==> config.mk <==
export PLATFORM = sky130hd
export DESIGN_NAME = ldma_channel
export DESIGN_NICKNAME = d
export VERILOG_FILES = /design/src/rtl/ldma_pkg.sv /design/src/rtl/ldma_desc_fetch.sv /design/src/rtl/ldma_data_mover.sv /design/src/rtl/ldma_mem_mux.sv /design/src/rtl/ldma_channel.sv
export SDC_FILE = /design/constraint.sdc
export NUM_CORES = 1
export LEC_CHECK = 0
export ABC_AREA = 1
export BUFFER_PORTS_ARGS = -buffer_cell sky130_fd_sc_hd__buf_2
export CAP_MARGIN = 25
export CELL_PAD_IN_SITES_DETAIL_PLACEMENT = 1
export CELL_PAD_IN_SITES_GLOBAL_PLACEMENT = 2
export CORE_ASPECT_RATIO = 1.25
export CORE_MARGIN = 8
export CORE_UTILIZATION = 34
export DETAILED_ROUTE_END_ITERATION = 16
export PLACE_DENSITY = 0.86
export SETUP_SLACK_MARGIN = 0.1
export SYNTH_ARGS = -nofsm -noshare
export SYNTH_HDL_FRONTEND = slang
export SYNTH_HIERARCHICAL = 1
export SYNTH_SLANG_ARGS = --single-unit
==> constraint.sdc <==
create_clock -name clk -period 2.9 [get_ports clk]
set_input_delay 0.435 -clock clk [delete_from_list [all_inputs] [get_ports clk]]
set_output_delay 0.435 -clock clk [all_outputs]
set_load 0.05 [all_outputs]
==> src/rtl/ldma_pkg.sv <==
package ldma_pkg;

  localparam int WORD_W   = 32;
  localparam int HALF_W   = 16;
  localparam int DESC_WORDS = 4;
  localparam int EOL_BIT  = 0;

  typedef struct packed {
    logic [WORD_W-1:0] len_raw;
    logic [WORD_W-1:0] ctrl;
    logic [WORD_W-1:0] buf_addr;
    logic [WORD_W-1:0] next_ptr;
  } ldma_desc_t;

  typedef enum logic [1:0] {
    CH_IDLE  = 2'd0,
    CH_FETCH = 2'd1,
    CH_MOVE  = 2'd2
  } ch_state_e;

  typedef enum logic [1:0] {
    FT_IDLE = 2'd0,
    FT_REQ  = 2'd1,
    FT_WAIT = 2'd2
  } ft_state_e;

  typedef enum logic [2:0] {
    MV_IDLE    = 3'd0,
    MV_RD_REQ  = 3'd1,
    MV_RD_WAIT = 3'd2,
    MV_TX      = 3'd3,
    MV_RX      = 3'd4,
    MV_WR_REQ  = 3'd5
  } mv_state_e;

endpackage

==> src/rtl/ldma_desc_fetch.sv <==
module ldma_desc_fetch
  import ldma_pkg::*;
(
  input  logic              clk,
  input  logic              rst_n,
  input  logic              abort,
  input  logic              go,
  input  logic [WORD_W-1:0] base_addr,
  output logic              done,
  output ldma_desc_t        desc,
  output logic              mem_req,
  output logic [WORD_W-1:0] mem_addr,
  input  logic              mem_gnt,
  input  logic              mem_rvalid,
  input  logic [WORD_W-1:0] mem_rdata
);

  localparam int IDX_W = $clog2(DESC_WORDS);

  ft_state_e         st;
  logic [IDX_W-1:0]  idx;
  logic [WORD_W-1:0] word_q [DESC_WORDS];

  assign mem_req  = (st == FT_REQ);
  assign mem_addr = base_addr + {{(WORD_W-IDX_W-2){1'b0}}, idx, 2'b00};

  always_ff @(posedge clk or negedge rst_n) begin
    if (!rst_n) begin
      st   <= FT_IDLE;
      idx  <= '0;
      done <= 1'b0;
    end else begin
      done <= 1'b0;
      if (abort) begin
        st <= FT_IDLE;
      end else begin
        case (st)
          FT_IDLE: if (go) begin
            idx <= '0;
            st  <= FT_REQ;
          end
          FT_REQ: if (mem_gnt) st <= FT_WAIT;
          FT_WAIT: if (mem_rvalid) begin
            if (idx == IDX_W'(DESC_WORDS-1)) begin
              st   <= FT_IDLE;
              done <= 1'b1;
            end else begin
              idx <= idx + 1'b1;
              st  <= FT_REQ;
            end
          end
          default: st <= FT_IDLE;
        endcase
      end
    end
  end

  for (genvar g = 0; g < DESC_WORDS; g++) begin : g_word
    always_ff @(posedge clk or negedge rst_n) begin
      if (!rst_n) word_q[g] <= '0;
      else if (st == FT_WAIT && mem_rvalid && idx == IDX_W'(g)) word_q[g] <= mem_rdata;
    end
  end

  assign desc.len_raw  = word_q[0];
  assign desc.ctrl     = word_q[1];
  assign desc.buf_addr = word_q[2];
  assign desc.next_ptr = word_q[3];

  AST_FETCH_REQ_HOLD: assert property (@(posedge clk) disable iff (!rst_n || abort)
    mem_req && !mem_gnt |=> mem_req && $stable(mem_addr));

endmodule

==> src/rtl/ldma_data_mover.sv <==
module ldma_data_mover
  import ldma_pkg::*;
#(
  parameter int LEN_W = 16
) (
  input  logic              clk,
  input  logic              rst_n,
  input  logic              abort,
  input  logic              go,
  input  logic              dir_rx,
  input  logic [WORD_W-1:0] buf_addr,
  input  logic [LEN_W-1:0]  len,
  output logic              done,
  output logic              mem_req,
  output logic              mem_we,
  output logic [WORD_W-1:0] mem_addr,
  output logic [3:0]        mem_be,
  output logic [WORD_W-1:0] mem_wdata,
  input  logic              mem_gnt,
  input  logic              mem_rvalid,
  input  logic [WORD_W-1:0] mem_rdata,
  output logic              tx_valid,
  input  logic              tx_ready,
  output logic [HALF_W-1:0] tx_data,
  input  logic              rx_valid,
  output logic              rx_ready,
  input  logic [HALF_W-1:0] rx_data
);

  localparam int REM_W = LEN_W + 1;
  localparam logic [REM_W-1:0] FULL_LEN = REM_W'(1) << LEN_W;

  mv_state_e         st;
  logic [REM_W-1:0]  remain;
  logic [WORD_W-1:0] addr;
  logic [HALF_W-1:0] half_q;
  logic              rx_mode;
  logic              step;
  logic              last;
  logic [HALF_W-1:0] rd_half;

  assign mem_req   = (st == MV_RD_REQ) || (st == MV_WR_REQ);
  assign mem_we    = (st == MV_WR_REQ);
  assign mem_addr  = {addr[WORD_W-1:2], 2'b00};
  assign mem_be    = addr[1] ? 4'b1100 : 4'b0011;
  assign mem_wdata = {half_q, half_q};
  assign tx_valid  = (st == MV_TX);
  assign tx_data   = half_q;
  assign rx_ready  = (st == MV_RX);
  assign rd_half   = addr[1] ? mem_rdata[WORD_W-1:HALF_W] : mem_rdata[HALF_W-1:0];

  assign step = ((st == MV_TX) && tx_ready) || ((st == MV_WR_REQ) && mem_gnt);
  assign last = (remain <= REM_W'(2));

  always_ff @(posedge clk or negedge rst_n) begin
    if (!rst_n) begin
      st      <= MV_IDLE;
      remain  <= '0;
      addr    <= '0;
      half_q  <= '0;
      rx_mode <= 1'b0;
      done    <= 1'b0;
    end else begin
      done <= 1'b0;
      if (abort) begin
        st     <= MV_IDLE;
        remain <= '0;
      end else if (st == MV_IDLE) begin
        if (go) begin
          remain  <= (len == '0) ? FULL_LEN : {1'b0, len};
          addr    <= buf_addr;
          rx_mode <= dir_rx;
          st      <= dir_rx ? MV_RX : MV_RD_REQ;
        end
      end else if (step) begin
        if (last) begin
          st     <= MV_IDLE;
          remain <= '0;
          done   <= 1'b1;
        end else begin
          remain <= remain - REM_W'(2);
          addr   <= addr + WORD_W'(2);
          st     <= rx_mode ? MV_RX : MV_RD_REQ;
        end
      end else begin
        case (st)
          MV_RD_REQ:  if (mem_gnt) st <= MV_RD_WAIT;
          MV_RD_WAIT: if (mem_rvalid) begin
            half_q <= rd_half;
            st     <= MV_TX;
          end
          MV_RX: if (rx_valid) begin
            half_q <= rx_data;
            st     <= MV_WR_REQ;
          end
          default: ;
        endcase
      end
    end
  end

  logic unused_addr_bit;
  assign unused_addr_bit = addr[0];

  AST_TX_HOLD: assert property (@(posedge clk) disable iff (!rst_n || abort)
    tx_valid && !tx_ready |=> tx_valid && $stable(tx_data));
  AST_MEM_REQ_HOLD: assert property (@(posedge clk) disable iff (!rst_n || abort)
    mem_req && !mem_gnt |=> mem_req && $stable(mem_addr) && $stable(mem_we));
  AST_ACTIVE_HAS_BYTES: assert property (@(posedge clk) disable iff (!rst_n)
    (st != MV_IDLE) |-> (remain != '0));
  AST_ONE_DIRECTION: assert property (@(posedge clk) disable iff (!rst_n)
    $onehot0({tx_valid, rx_ready, mem_we}));

endmodule

==> src/rtl/ldma_mem_mux.sv <==
module ldma_mem_mux
  import ldma_pkg::*;
(
  input  logic              sel_fetch,
  input  logic              f_req,
  input  logic [WORD_W-1:0] f_addr,
  output logic              f_gnt,
  input  logic              m_req,
  input  logic              m_we,
  input  logic [WORD_W-1:0] m_addr,
  input  logic [3:0]        m_be,
  input  logic [WORD_W-1:0] m_wdata,
  output logic              m_gnt,
  output logic              mem_req,
  output logic              mem_we,
  output logic [WORD_W-1:0] mem_addr,
  output logic [3:0]        mem_be,
  output logic [WORD_W-1:0] mem_wdata,
  input  logic              mem_gnt
);

  always_comb begin
    if (sel_fetch) begin
      mem_req   = f_req;
      mem_we    = 1'b0;
      mem_addr  = f_addr;
      mem_be    = 4'b1111;
      mem_wdata = '0;
    end else begin
      mem_req   = m_req;
      mem_we    = m_we;
      mem_addr  = m_addr;
      mem_be    = m_be;
      mem_wdata = m_wdata;
    end
  end

  assign f_gnt = sel_fetch && mem_gnt;
  assign m_gnt = !sel_fetch && mem_gnt;

endmodule

==> src/rtl/ldma_channel.sv <==
module ldma_channel
  import ldma_pkg::*;
#(
  parameter int LEN_W    = 16,
  parameter int MAX_DESC = 64
) (
  input  logic        clk,
  input  logic        rst_n,
  input  logic        ptr_wr_en,
  input  logic [31:0] ptr_wr_data,
  input  logic        dir_rx,
  input  logic        cmd_go,
  input  logic        cmd_abort,
  output logic        busy,
  output logic        mem_req,
  input  logic        mem_gnt,
  output logic        mem_we,
  output logic [31:0] mem_addr,
  output logic [3:0]  mem_be,
  output logic [31:0] mem_wdata,
  input  logic        mem_rvalid,
  input  logic [31:0] mem_rdata,
  output logic        tx_valid,
  input  logic        tx_ready,
  output logic [15:0] tx_data,
  input  logic        rx_valid,
  output logic        rx_ready,
  input  logic [15:0] rx_data
);

  localparam int CNT_W = (MAX_DESC > 1) ? $clog2(MAX_DESC) : 1;
  localparam logic [CNT_W-1:0] LAST_IDX = CNT_W'(MAX_DESC - 1);

  ch_state_e         state;
  logic [31:0]       first_q;
  logic [31:0]       cur_ptr;
  logic [CNT_W-1:0]  desc_cnt;
  logic              dir_q;
  logic              fetch_go;
  logic              move_go;
  logic              f_done;
  logic              m_done;
  ldma_desc_t        desc;

  logic              f_req, f_gnt, m_req, m_we, m_gnt;
  logic [31:0]       f_addr, m_addr, m_wdata;
  logic [3:0]        m_be;

  always_ff @(posedge clk or negedge rst_n) begin
    if (!rst_n) begin
      state    <= CH_IDLE;
      first_q  <= '0;
      cur_ptr  <= '0;
      desc_cnt <= '0;
      dir_q    <= 1'b0;
      fetch_go <= 1'b0;
      move_go  <= 1'b0;
    end else begin
      fetch_go <= 1'b0;
      move_go  <= 1'b0;
      if (ptr_wr_en) first_q <= ptr_wr_data;
      if (cmd_abort) begin
        state <= CH_IDLE;
      end else begin
        case (state)
          CH_IDLE: if (cmd_go) begin
            cur_ptr  <= first_q;
            desc_cnt <= '0;
            dir_q    <= dir_rx;
            fetch_go <= 1'b1;
            state    <= CH_FETCH;
          end
          CH_FETCH: if (f_done) begin
            move_go <= 1'b1;
            state   <= CH_MOVE;
          end
          CH_MOVE: if (m_done) begin
            if (desc.ctrl[EOL_BIT] || desc_cnt == LAST_IDX) begin
              state <= CH_IDLE;
            end else begin
              cur_ptr  <= desc.next_ptr;
              desc_cnt <= desc_cnt + 1'b1;
              fetch_go <= 1'b1;
              state    <= CH_FETCH;
            end
          end
          default: state <= CH_IDLE;
        endcase
      end
    end
  end

  assign busy = (state != CH_IDLE);

  ldma_desc_fetch u_fetch (
    .clk        (clk),
    .rst_n      (rst_n),
    .abort      (cmd_abort),
    .go         (fetch_go),
    .base_addr  (cur_ptr),
    .done       (f_done),
    .desc       (desc),
    .mem_req    (f_req),
    .mem_addr   (f_addr),
    .mem_gnt    (f_gnt),
    .mem_rvalid (mem_rvalid),
    .mem_rdata  (mem_rdata)
  );

  ldma_data_mover #(.LEN_W(LEN_W)) u_mover (
    .clk        (clk),
    .rst_n      (rst_n),
    .abort      (cmd_abort),
    .go         (move_go),
    .dir_rx     (dir_q),
    .buf_addr   (desc.buf_addr),
    .len        (desc.len_raw[LEN_W-1:0]),
    .done       (m_done),
    .mem_req    (m_req),
    .mem_we     (m_we),
    .mem_addr   (m_addr),
    .mem_be     (m_be),
    .mem_wdata  (m_wdata),
    .mem_gnt    (m_gnt),
    .mem_rvalid (mem_rvalid),
    .mem_rdata  (mem_rdata),
    .tx_valid   (tx_valid),
    .tx_ready   (tx_ready),
    .tx_data    (tx_data),
    .rx_valid   (rx_valid),
    .rx_ready   (rx_ready),
    .rx_data    (rx_data)
  );

  ldma_mem_mux u_mux (
    .sel_fetch (state == CH_FETCH),
    .f_req     (f_req),
    .f_addr    (f_addr),
    .f_gnt     (f_gnt),
    .m_req     (m_req),
    .m_we      (m_we),
    .m_addr    (m_addr),
    .m_be      (m_be),
    .m_wdata   (m_wdata),
    .m_gnt     (m_gnt),
    .mem_req   (mem_req),
    .mem_we    (mem_we),
    .mem_addr  (mem_addr),
    .mem_be    (mem_be),
    .mem_wdata (mem_wdata),
    .mem_gnt   (mem_gnt)
  );

  logic unused_desc_bits;
  assign unused_desc_bits = ^{desc.ctrl[31:1], desc.len_raw};

  AST_START_RAISES_BUSY: assert property (@(posedge clk) disable iff (!rst_n)
    !busy && cmd_go && !cmd_abort |=> busy);
  AST_BUSY_IGNORES_START: assert property (@(posedge clk) disable iff (!rst_n)
    busy && cmd_go && !cmd_abort && !m_done |=> busy && $stable(desc_cnt));
  AST_ABORT_TO_IDLE: assert property (@(posedge clk) disable iff (!rst_n)
    cmd_abort |=> !busy && !mem_req && !tx_valid && !rx_ready);
  AST_IDLE_QUIET: assert property (@(posedge clk) disable iff (!rst_n)
    !busy |-> !mem_req && !tx_valid && !rx_ready);
  AST_EOL_STOPS: assert property (@(posedge clk) disable iff (!rst_n)
    state == CH_MOVE && m_done && desc.ctrl[EOL_BIT] && !cmd_abort |=> !busy);

endmodule

==> summary.md, run 1 <==
| Metric | Value |
|---|---|
| Clk slew on worst S/H paths | roughly 0.070 ns |
| Core box area | roughly 0.040 mm^2 |
| Worst Reg-to-Reg Cells | 11 |
| CTS Buffer Depth | 3 |
| WL per Instance | about 19 um |
| H-tree levels | 1 |
| Commonest non-fill, non-tap cell in the layout | nand2_1 |
| Slew headroom | roughly 42% |
| Largest net degree at the start of global routing | a little under 70 |
| Initial DRC count | a little under 800 |
| Yosys warns | 6 |
| DR vias/cell | roughly 4.9 |
| Fmax | 338 MHz |
| Max-cap check violation count | 0 |
| WHS Path Cells | 3 |
| GPL Wtd Cong | 0.879 |
| Detailed Place HPWL | about 38 mm |
| CP Data Arrival Time | about 2.5 ns |
| TritonCTS Buffers | 26 |
| Skew-Pair Late Insertion Delay | about 0.55 ns |
| # placed instances | between 2000 and 3000 |
| Number of global-route vias before repair | about 14000 |
| RSZ-0062 raised after global routing | true |
| Cell Rows | 82 |
| Fin crit share | 102% |
| Syn avg cell area | ~6.9 um^2 |
| Most frequent cells in the layout | 773 x nand2_1, 225 x dfrtp_1, 193 x nor2_1, 181 x inv_1, 172 x o21ai_0 |
| Final min period | about 3 ns |
| Worst Setup Slack, final | -0.0602 ns |
| Sum Neg Setup Slack | -0.193 ns |
| Slew at the pin with the worst max-slew slack | between 0.8 and 0.9 ns |
| Clock Skew | roughly 0.011 ns |
| Drt drc | 0 |
| Die Ht | around 240 um |
| Failing checks | setup timing |
| CTS tree | done |
| Max Transition Viols Final | 0 |
| HP Class | in -> reg |
| Global-route wire length before repair | approximately 80 mm |
| Worst setup SP type | flop |
| CP Data Required Time | approximately 2.5 ns |
| Setup crit end kind | output port |
| Die width | 196 um |
| CP Max Fanout | 4 |
| Initial Utilization | 34.3% |
| Post-detailed-route count of antenna-violating nets | 0 |
| Pwr per Cell Area | ~750 mW/mm^2 |
| Post-Route WL | slightly above 50 mm |
| Outcome | finished with violations |
| Initial antenna violation count | 3 |
| P&R area growth vs syn | 17.4% |
| # setup viols final | 9 |
| Global Route Usage Sum | 21.3% |
| Peak supply drop | 431 uV |
| Flop-to-flop setup slack | roughly 0.5 ns |
| # clock sinks | 229 |
| Nets@finish | approximately 2200 |
| Share of layout cells above drive strength 1 | between 15 and 20% |
| Root Buffer | clkbuf_16 |
| Final hold viol count | 0 |
| I/O Buffers | between 150 and 200 |
| Overflow after GRT | 0 |
| Post-Syn Area | ~0.014 mm^2 |
| I/O Pins | between 150 and 200 |
| Pre-CTS setup slack | between 0.09 and 0.1 ns |
| Vias post-DR | ~13000 |
| Leak | about 8.3 nW |
| Crit Path Category | reg -> out |
| Die Area | around 0.047 mm^2 |
| Fillers | ~5100 |
| Drt first pass iters | 4 |
| Fin cells | about 2600 |
| Post-Syn Instances | approximately 2000 |
==> what timing repair did <==
item                       in CTS  in global routing
cloned                          0                  0
hold buffers                    1                  0
hold endpoints to repair       58                  0
setup endpoints to repair      28                 31
pin swaps                      14                 15
resized for setup              60                 46
buffers inserted                6                  4
==> registers in the layout (all words and copies together) (netlist names), 3 cells and up <==
name	count
u_fetch/desc	80
u_mover/st	3
cur_ptr	32
desc_cnt	6
first_q	32
u_mover/tx_data	16
u_mover/addr	31
u_mover/remain	17
==> metal layers <==
metal / wire length [um] / track usage, %
met2: 24800 / 36.8
met4: 1280 / 6.00
met3: 1600 / 2.35
met5: 13 / 0
met1: 22800 / 27.9
==> per-stage QoR <==
step	util [%]	hold slack [ns]	total power, mW	area (um^2)
2_1_floorplan	-	0.139	6.90	13700
3_3_place_gp	36.9	0.428	8.09	14700
3_5_place_dp	36.9	0.428	8.16	14700
4_1_cts	39.8	0.0839	12.0	15900
5_1_grt	40.3	0.0932	12.7	16100
6_report	40.3	0.102	12.0	16100
==> power by group <==
part | internal, mW | switching [mW]
clock | 2.24 | 1.40
combinational | 1.17 | 2.57
sequential | 3.86 | 0.805
==> critical path, stage by stage (launching register included) <==
cell,delay [ns]
dfrtp_1,0.36
ha_2,0.19
inv_2,0.04
fa_2,0.42
nor2_4,0.17
nand2_4,0.09
nor2_1,0.19
xor2_1,0.16
nand2_1,0.07
nand2_1,0.09
buf_4,0.19
==> worst paths after layout <==
path,start,to
min,ptr_wr_data[31],first_q[31]
max,cur_ptr[2],mem_addr[18]
max in group asynchronous,rst_n,u_mover/remain[12]
max reg2reg,state[0],u_mover/addr[31]
min in group asynchronous,rst_n,first_q[29]
min reg2reg,cur_ptr[1],cur_ptr[1]
==> layout make-up <==
class                   instances  area [um^2]  area share (%)
diodes                          3         7.51          0.0467
clock buffers                  38          787            4.89
clock inverters                10          158           0.980
inverters                     191          719            4.47
multi-input cells            1458         6710            41.7
flip-flops and latches        229         5740            35.6
well taps                     504          631            3.92
repair buffers                210         1340            8.33
(Power assumes the default switching activity.)
==> run 2: changes to the inputs <==
- CTS_BUF_LIST: default -> sky130_fd_sc_hd__clkbuf_16
==> summary.md, run 2 (synthesis gave the netlist of run 1 again) <==
| Metric | Value |
|---|---|
| Hold EP | first_q[31] |
| Gate power share | 31.6% (+0.6 points) |
| Nets@finish | 2217 (+0.045%) |
| Fillers | 5065 (+0.26%) |
| Failing checks | setup timing |
| Crit Path Category | reg -> out |
| CP max stage delay | 0.43 ns (about the same) |
| Global-route wire length before repair | 79.4 mm (-0.21%) |
| Drt first pass iters | 5 (+1) |
| Initial Utilization | 34.3% (unchanged) |
| Global Route Usage Sum | 21.3% (-0.059 points) |
| Outcome | finished with violations |
| Setup crit end kind | output port |
| RR Endpoint | u_mover/addr[31] |
| Detailed Place HPWL | 38.4 mm (unchanged) |
| I/O Pins | 179 (unchanged) |
| Worst-path cell chain | ha_2 -> inv_2 -> fa_2 -> nor2_4 -> nand2_4 -> nor2_1 -> xor2_1 -> nand2_1 -> nand2_1 -> buf_4 |
| Pwr per Cell Area | 738 mW/mm^2 (-1.4%) |
| Die Area | 0.0470 mm^2 (unchanged) |
| Core box area | 0.0399 mm^2 (unchanged) |
| H-tree levels | 1 (unchanged) |
| Seq pwr share | 39.4% (+0.6 points) |
| Max FFs per register | 80 (unchanged) |
| Slew at the pin with the worst max-slew slack | 0.871 ns (+0.00522 ns) |
| I/O Buffers | 178 (unchanged) |
| Worst path top cell family by delay | adder cells |
| Max-cap check violation count | 0 (unchanged) |
| # placed instances | 2581 (unchanged) |
| GPL Wtd Cong | 0.879 (unchanged) |
| Post-detailed-route count of antenna-violating nets | 0 (unchanged) |
| Root Buffer | clkbuf_16 |
| Final min period | 2.98 ns (+0.0153 ns) |
| Die Ht | 240 um (unchanged) |
| CP Data Required Time | 2.47 ns (about the same) |
| Cell Rows | 82 (unchanged) |
| Slew headroom | 42.0% (-0.35 points) |
| # clock sinks | 229 (unchanged) |
| P_int | 7.06 mW (-2.8%) |
| Clk network pwr share | 29.0% (-1.2 points) |
| Cell repeated most along the worst path | nand2_1 |
| CP Data Arrival Time | 2.54 ns (about the same) |
| Final hold viol count | 0 (unchanged) |
| Slowest cell on the critical path | fa_2 |
| RSZ-0062 raised after global routing | true |
| Largest net degree at the start of global routing | 69 (unchanged) |
| Utilization after layout | 40.1% (-0.19 points) |
| Most frequent cells in the layout | 774 x nand2_1, 226 x dfrtp_1, 193 x nor2_1, 185 x inv_1, 172 x o21ai_0 |
| Net switching power | 4.75 mW (-0.46%) |
| Vias post-DR | 13000 (+0.093%) |
| Overflow after GRT | 0 (unchanged) |
| Initial antenna violation count | 2 (-1) |
| Fmax | 336 MHz (-0.51%) |
| Post-Route WL | 50.4 mm (-0.19%) |
| Leak | 8.27 nW (-0.41%) |
| Hold Startpoint | ptr_wr_data[31] |
| Peak supply drop | 435 uV (+0.84%) |
| Skew-Pair Late Insertion Delay | 0.54 ns (about the same) |
| Switching Share | 40.2% (+0.56 points) |
| Flop-to-flop setup slack | 0.48 ns (-0.02 ns) |
| P&R area growth vs syn | 16.8% |
| Number of global-route vias before repair | 13700 (+0.036%) |
| Clock Skew | 0.0135 ns (+0.00207 ns) |
| HP Class | in -> reg |
| DR vias/cell | 4.90 (about the same) |
| WL per Instance | 19.1 um (-0.23%) |
| Initial DRC count | 840 (+9.1%) |
| Clk slew on worst S/H paths | 0.07 ns (about the same) |
| Fin crit share | 103% (+0.53 points) |
| Worst Setup Slack, final | -0.0756 ns (-0.0153 ns) |
| Sum Neg Setup Slack | -0.360 ns (-0.167 ns) |
| Max Transition Viols Final | 0 (unchanged) |
| Commonest non-fill, non-tap cell in the layout | nand2_1 |
| Die width | 196 um (unchanged) |
| Multi-input gate area | 0.00670 mm^2 (-0.15%) |
| Worst setup SP type | flop |
| Sequential cell area | 0.00573 mm^2 (about the same) |
| CP Max Fanout | 4 (unchanged) |
| CTS Buffer Depth | 3 (unchanged) |
| # setup viols final | 9 (unchanged) |
| Worst Reg-to-Reg Cells | 11 (unchanged) |
| WHS Path Cells | 3 (unchanged) |
| Drt drc | 0 (unchanged) |
| WP buf/inv | 2 (unchanged) |
| CTS tree | done |
| TritonCTS Buffers | 26 (unchanged) |
| Fin cells | 2644 (+0.038%) |
| R2R Path Start | state[0] |
| Share of layout cells above drive strength 1 | 16.1% (-0.38 points) |
-- run 2: cell count changes in the layout (fill, tap and decap cells not counted), moves of 2 or more --
cell      before  now
clkbuf_8       7    0
clkbuf_1       4    0
clkinv_1       0    7
buf_4         31   33
inv_1        181  185
-- run 2: worst max-delay path by stage --
stage	start	endpoint	slack, ns	cells after the start
after floorplan	u_fetch/idx[0]	mem_addr[14]	0.40	9
after global placement	cur_ptr[2]	mem_addr[24]	0.19	11
after detailed placement	u_fetch/idx[1]	mem_addr[14]	0.09	9
after CTS	u_fetch/idx[0]	mem_addr[14]	-0.07	10
after global routing	cur_ptr[2]	mem_addr[14]	-0.19	10
final	cur_ptr[2]	mem_addr[18]	-0.08	10
-- run 2: final cells by class --
cell class	count	share of cell area, %
clock inverter	21	1.24
multi-input combinational	1458	41.9
sequential	229	35.8
tap	504	3.94
clock buffer	27	4.22
inverter	191	4.49
antenna	3	0.0469
timing repair buffer	211	8.39
-- run 2: what timing repair did --
item                                    in CTS  in global routing
endpoints found under the setup margin      27                 31
gates resized for setup                     49                 57
buffers inserted                             6                  5
pin swaps                                   13                 16
hold buffers                                 1                  0
endpoints found under the hold margin       58                  0
-- run 2: stage by stage --
| step | instance area (um^2) | hold WS [ns] | setup slack, ns | power [mW] |
|---|---|---|---|---|
| finish | 16000 | 0.102 | -0.0756 | 11.8 |
| global route | 16000 | 0.0932 | -0.194 | 12.5 |
| CTS | 15800 | 0.0848 | -0.0716 | 11.8 |
| detailed placement | 14700 | 0.428 | 0.0940 | 8.16 |
| global placement | 14700 | 0.428 | 0.188 | 8.09 |
| floorplan | 13700 | 0.139 | 0.401 | 6.90 |
-- run 2: power groups by stage --
stage | Sequential (mW) | Clock [mW] | Combinational [mW]
finish | 4.66 | 3.43 | 3.73
global placement | 4.65 | 0 | 3.44
detailed placement | 4.66 | 0 | 3.50
floorplan | 4.32 | 0 | 2.59
global route | 4.73 | 3.63 | 4.12
CTS | 4.62 | 3.49 | 3.64
-- run 2: routing by layer --
layer  global-route usage (%)  vias up  share of wire (%)
met1                     28.0     6298                 45
met3                     2.20       50                3.1
met5                        0        -                  0
met4                     6.00        0                2.4
met2                     36.6      208                 49
li1                         -     6402                  -
-- run 2: worst min-delay path: stages --
cell,delay [ns]
buf_2,0.07
nand2_1,0.04
o21ai_0,0.05
==> run 3: changes to the inputs <==
- CORE_UTILIZATION: 34 -> 29
- PLACE_DENSITY: 0.86 -> 0.76
==> summary.md, run 3 (synthesis gave the netlist of run 1 again) <==
| Metric | Value |
|---|---|
| Fmax | 340 MHz (+1.2%) |
| Most Crowded Layer GR | met2 |
| Root Buffer | clkbuf_16 |
| GPL Wtd Cong | 0.850 (-3.3%) |
| Peak supply drop | 347 uV (-20%) |
| Clk slew on worst S/H paths | 0.06 ns (about the same) |
| Worst Setup Slack, final | -0.0389 ns (+0.0367 ns) |
| Most frequent cells in the layout | 771 x nand2_1, 228 x dfrtp_1, 193 x nor2_1, 187 x inv_1, 173 x o21ai_0 |
| CP Data Arrival Time | 2.50 ns (-0.04 ns) |
| I/O Buffers | 178 (unchanged) |
| Slew at the pin with the worst max-slew slack | 0.907 ns (+0.0366 ns) |
| I/O Pins | 179 (unchanged) |
| Max-cap check violation count | 0 (unchanged) |
| Initial antenna violation count | 2 (unchanged) |
| Cell Rows | 89 (+8.5%) |
| Core box area | 0.0470 mm^2 (+18%) |
| Post-Route WL | 52.6 mm (+4.2%) |
| Worst hold slack | 0.105 ns (+0.00374 ns) |
| Vias post-DR | 12900 (-0.22%) |
| R2R Path Start | state[0] |
| Global-route wire length before repair | 81.6 mm (+2.8%) |
| Drt first pass iters | 5 (unchanged) |
| CP Max Fanout | 4 (unchanged) |
| Crit Path Category | reg -> out |
| Post-detailed-route count of antenna-violating nets | 0 (unchanged) |
| HP Class | in -> reg |
| CTS tree | done |
| CTS Buffer Depth | 3 (unchanged) |
| Initial DRC count | 652 (-22%) |
| Fin crit share | 101% (-1.3 points) |
| WHS Path Cells | 3 (unchanged) |
| Initial Utilization | 29.2% (-5.2 points) |
| H-tree levels | 1 (unchanged) |
| Max FFs per register | 80 (unchanged) |
| Hold Startpoint | ptr_wr_data[5] |
| Clock Skew | 0.0119 ns (-0.00161 ns) |
| Die Area | 0.0545 mm^2 (+16%) |
| Met3 Use GR | 1.94% (-0.25 points) |
| CP Data Required Time | 2.47 ns (about the same) |
| Commonest non-fill, non-tap cell in the layout | nand2_1 |
| TritonCTS Buffers | 25 (-3.8%) |
| Final min period | 2.94 ns (-0.0367 ns) |
| Nets@finish | 2213 (-0.18%) |
| Largest net degree at the start of global routing | 83 (+20%) |
| WL per Instance | 19.0 um (-0.52%) |
| RSZ-0062 raised after global routing | true |
| Overflow after GRT | 0 (unchanged) |
| Share of layout cells above drive strength 1 | 16.0% (-0.14 points) |
| Pwr per Cell Area | 721 mW/mm^2 (-2.2%) |
| # setup viols final | 4 (-5) |
| P&R area growth vs syn | 17.8% |
| Die Ht | 259 um (+7.7%) |
| Worst Reg-to-Reg Cells | 11 (unchanged) |
| Detailed Place HPWL | 40.5 mm (+5.6%) |
| Pre-CTS setup slack | 0.133 ns (+0.0389 ns) |
| Max Transition Viols Final | 0 (unchanged) |
| DR vias/cell | 4.67 (-4.8%) |
| Drt drc | 0 (unchanged) |
| Leak | 8.26 nW (-0.11%) |
| Met2 GRT Util | 33.4% (-3.2 points) |
| Skew-Pair Late Insertion Delay | 0.54 ns (about the same) |
| Die width | 210 um (+7.6%) |
| Worst setup path startpoint | cur_ptr[2] |
| Setup crit end kind | output port |
| Global Route Usage Sum | 19.1% (-2.2 points) |
| Worst setup SP type | flop |
| Slew headroom | 39.5% (-2.4 points) |
| GR Layer Usage met1 | 25.1% (-2.9 points) |
| # clock sinks | 229 (unchanged) |
| Failing checks | setup timing |
| Final hold viol count | 0 (unchanged) |
| Number of global-route vias before repair | 13800 (+0.34%) |
| Outcome | finished with violations |
run 3: area by class of cell:
class                   count  area, um^2
multi-input cells        1458        6710
diodes                      2        5.00
fillers                  5977       30800
inverters                 191         719
well taps                 637         797
clock buffers              25         626
repair buffers            208        1380
flip-flops and latches    229        5730
clock inverters            20         174
run 3: worst paths after layout:
check | slack, ns | to
worst max-delay path | -0.04 | mem_addr[24]
worst min-delay path | 0.11 | first_q[5]
worst max register to register | 0.57 | u_mover/addr[20]
worst min register to register | 0.48 | cur_ptr[0]
max in group asynchronous | 1.55 | u_fetch/desc[103]
min in group asynchronous | 0.51 | first_q[24]
run 3: metal layers:
| layer | vias up | part of all wire [%] |
|---|---|---|
| met4 | 0 | 1.9 |
| met5 | - | 0 |
| met2 | 176 | 49 |
| li1 | 6381 | - |
| met3 | 48 | 2.9 |
| met1 | 6325 | 46 |
run 3: critical path: stages (launching register included):
cell and delay [ns]:
dfrtp_1 0.36, ha_2 0.20, inv_2 0.04, fa_2 0.39, nor2_4 0.18, nand2_2 0.13
nor2_4 0.18, nand2_1 0.07, nand2_1 0.06, nand2_1 0.06, nand2_1 0.07, nand2_2 0.07
buf_12 0.15
run 3: stage by stage:
step / util (%) / instance area (um^2) / instances / TNS [ns] / power (mW)
3_5_place_dp: 31.8 / 14900 / 2715 / 0 / 8.26
4_1_cts: 34.1 / 16000 / 2766 / -0.257 / 11.7
3_3_place_gp: 31.8 / 14900 / 2715 / 0 / 8.17
5_1_grt: 34.3 / 16100 / 2769 / -1.03 / 12.3
2_1_floorplan: - / 13700 / 2000 / 0 / 6.90
6_report: 34.4 / 16100 / 2770 / -0.0917 / 11.6
run 3: power breakdown:
part,total (mW),switching [mW],internal (mW),leakage [nW]
sequential,4.69,0.839,3.85,3.04
clock,3.22,1.38,1.84,0.429
combinational,3.73,2.54,1.19,4.79
run 3: repair_timing:
| item | 4_1_cts | 5_1_grt |
|---|---|---|
| hold endpoints to repair | 78 | 0 |
| setup endpoints to repair | 27 | 32 |
| gates resized for setup | 68 | 36 |
| hold buffers | 1 | 0 |
| pin swaps | 18 | 10 |
| setup buffers | 5 | 2 |
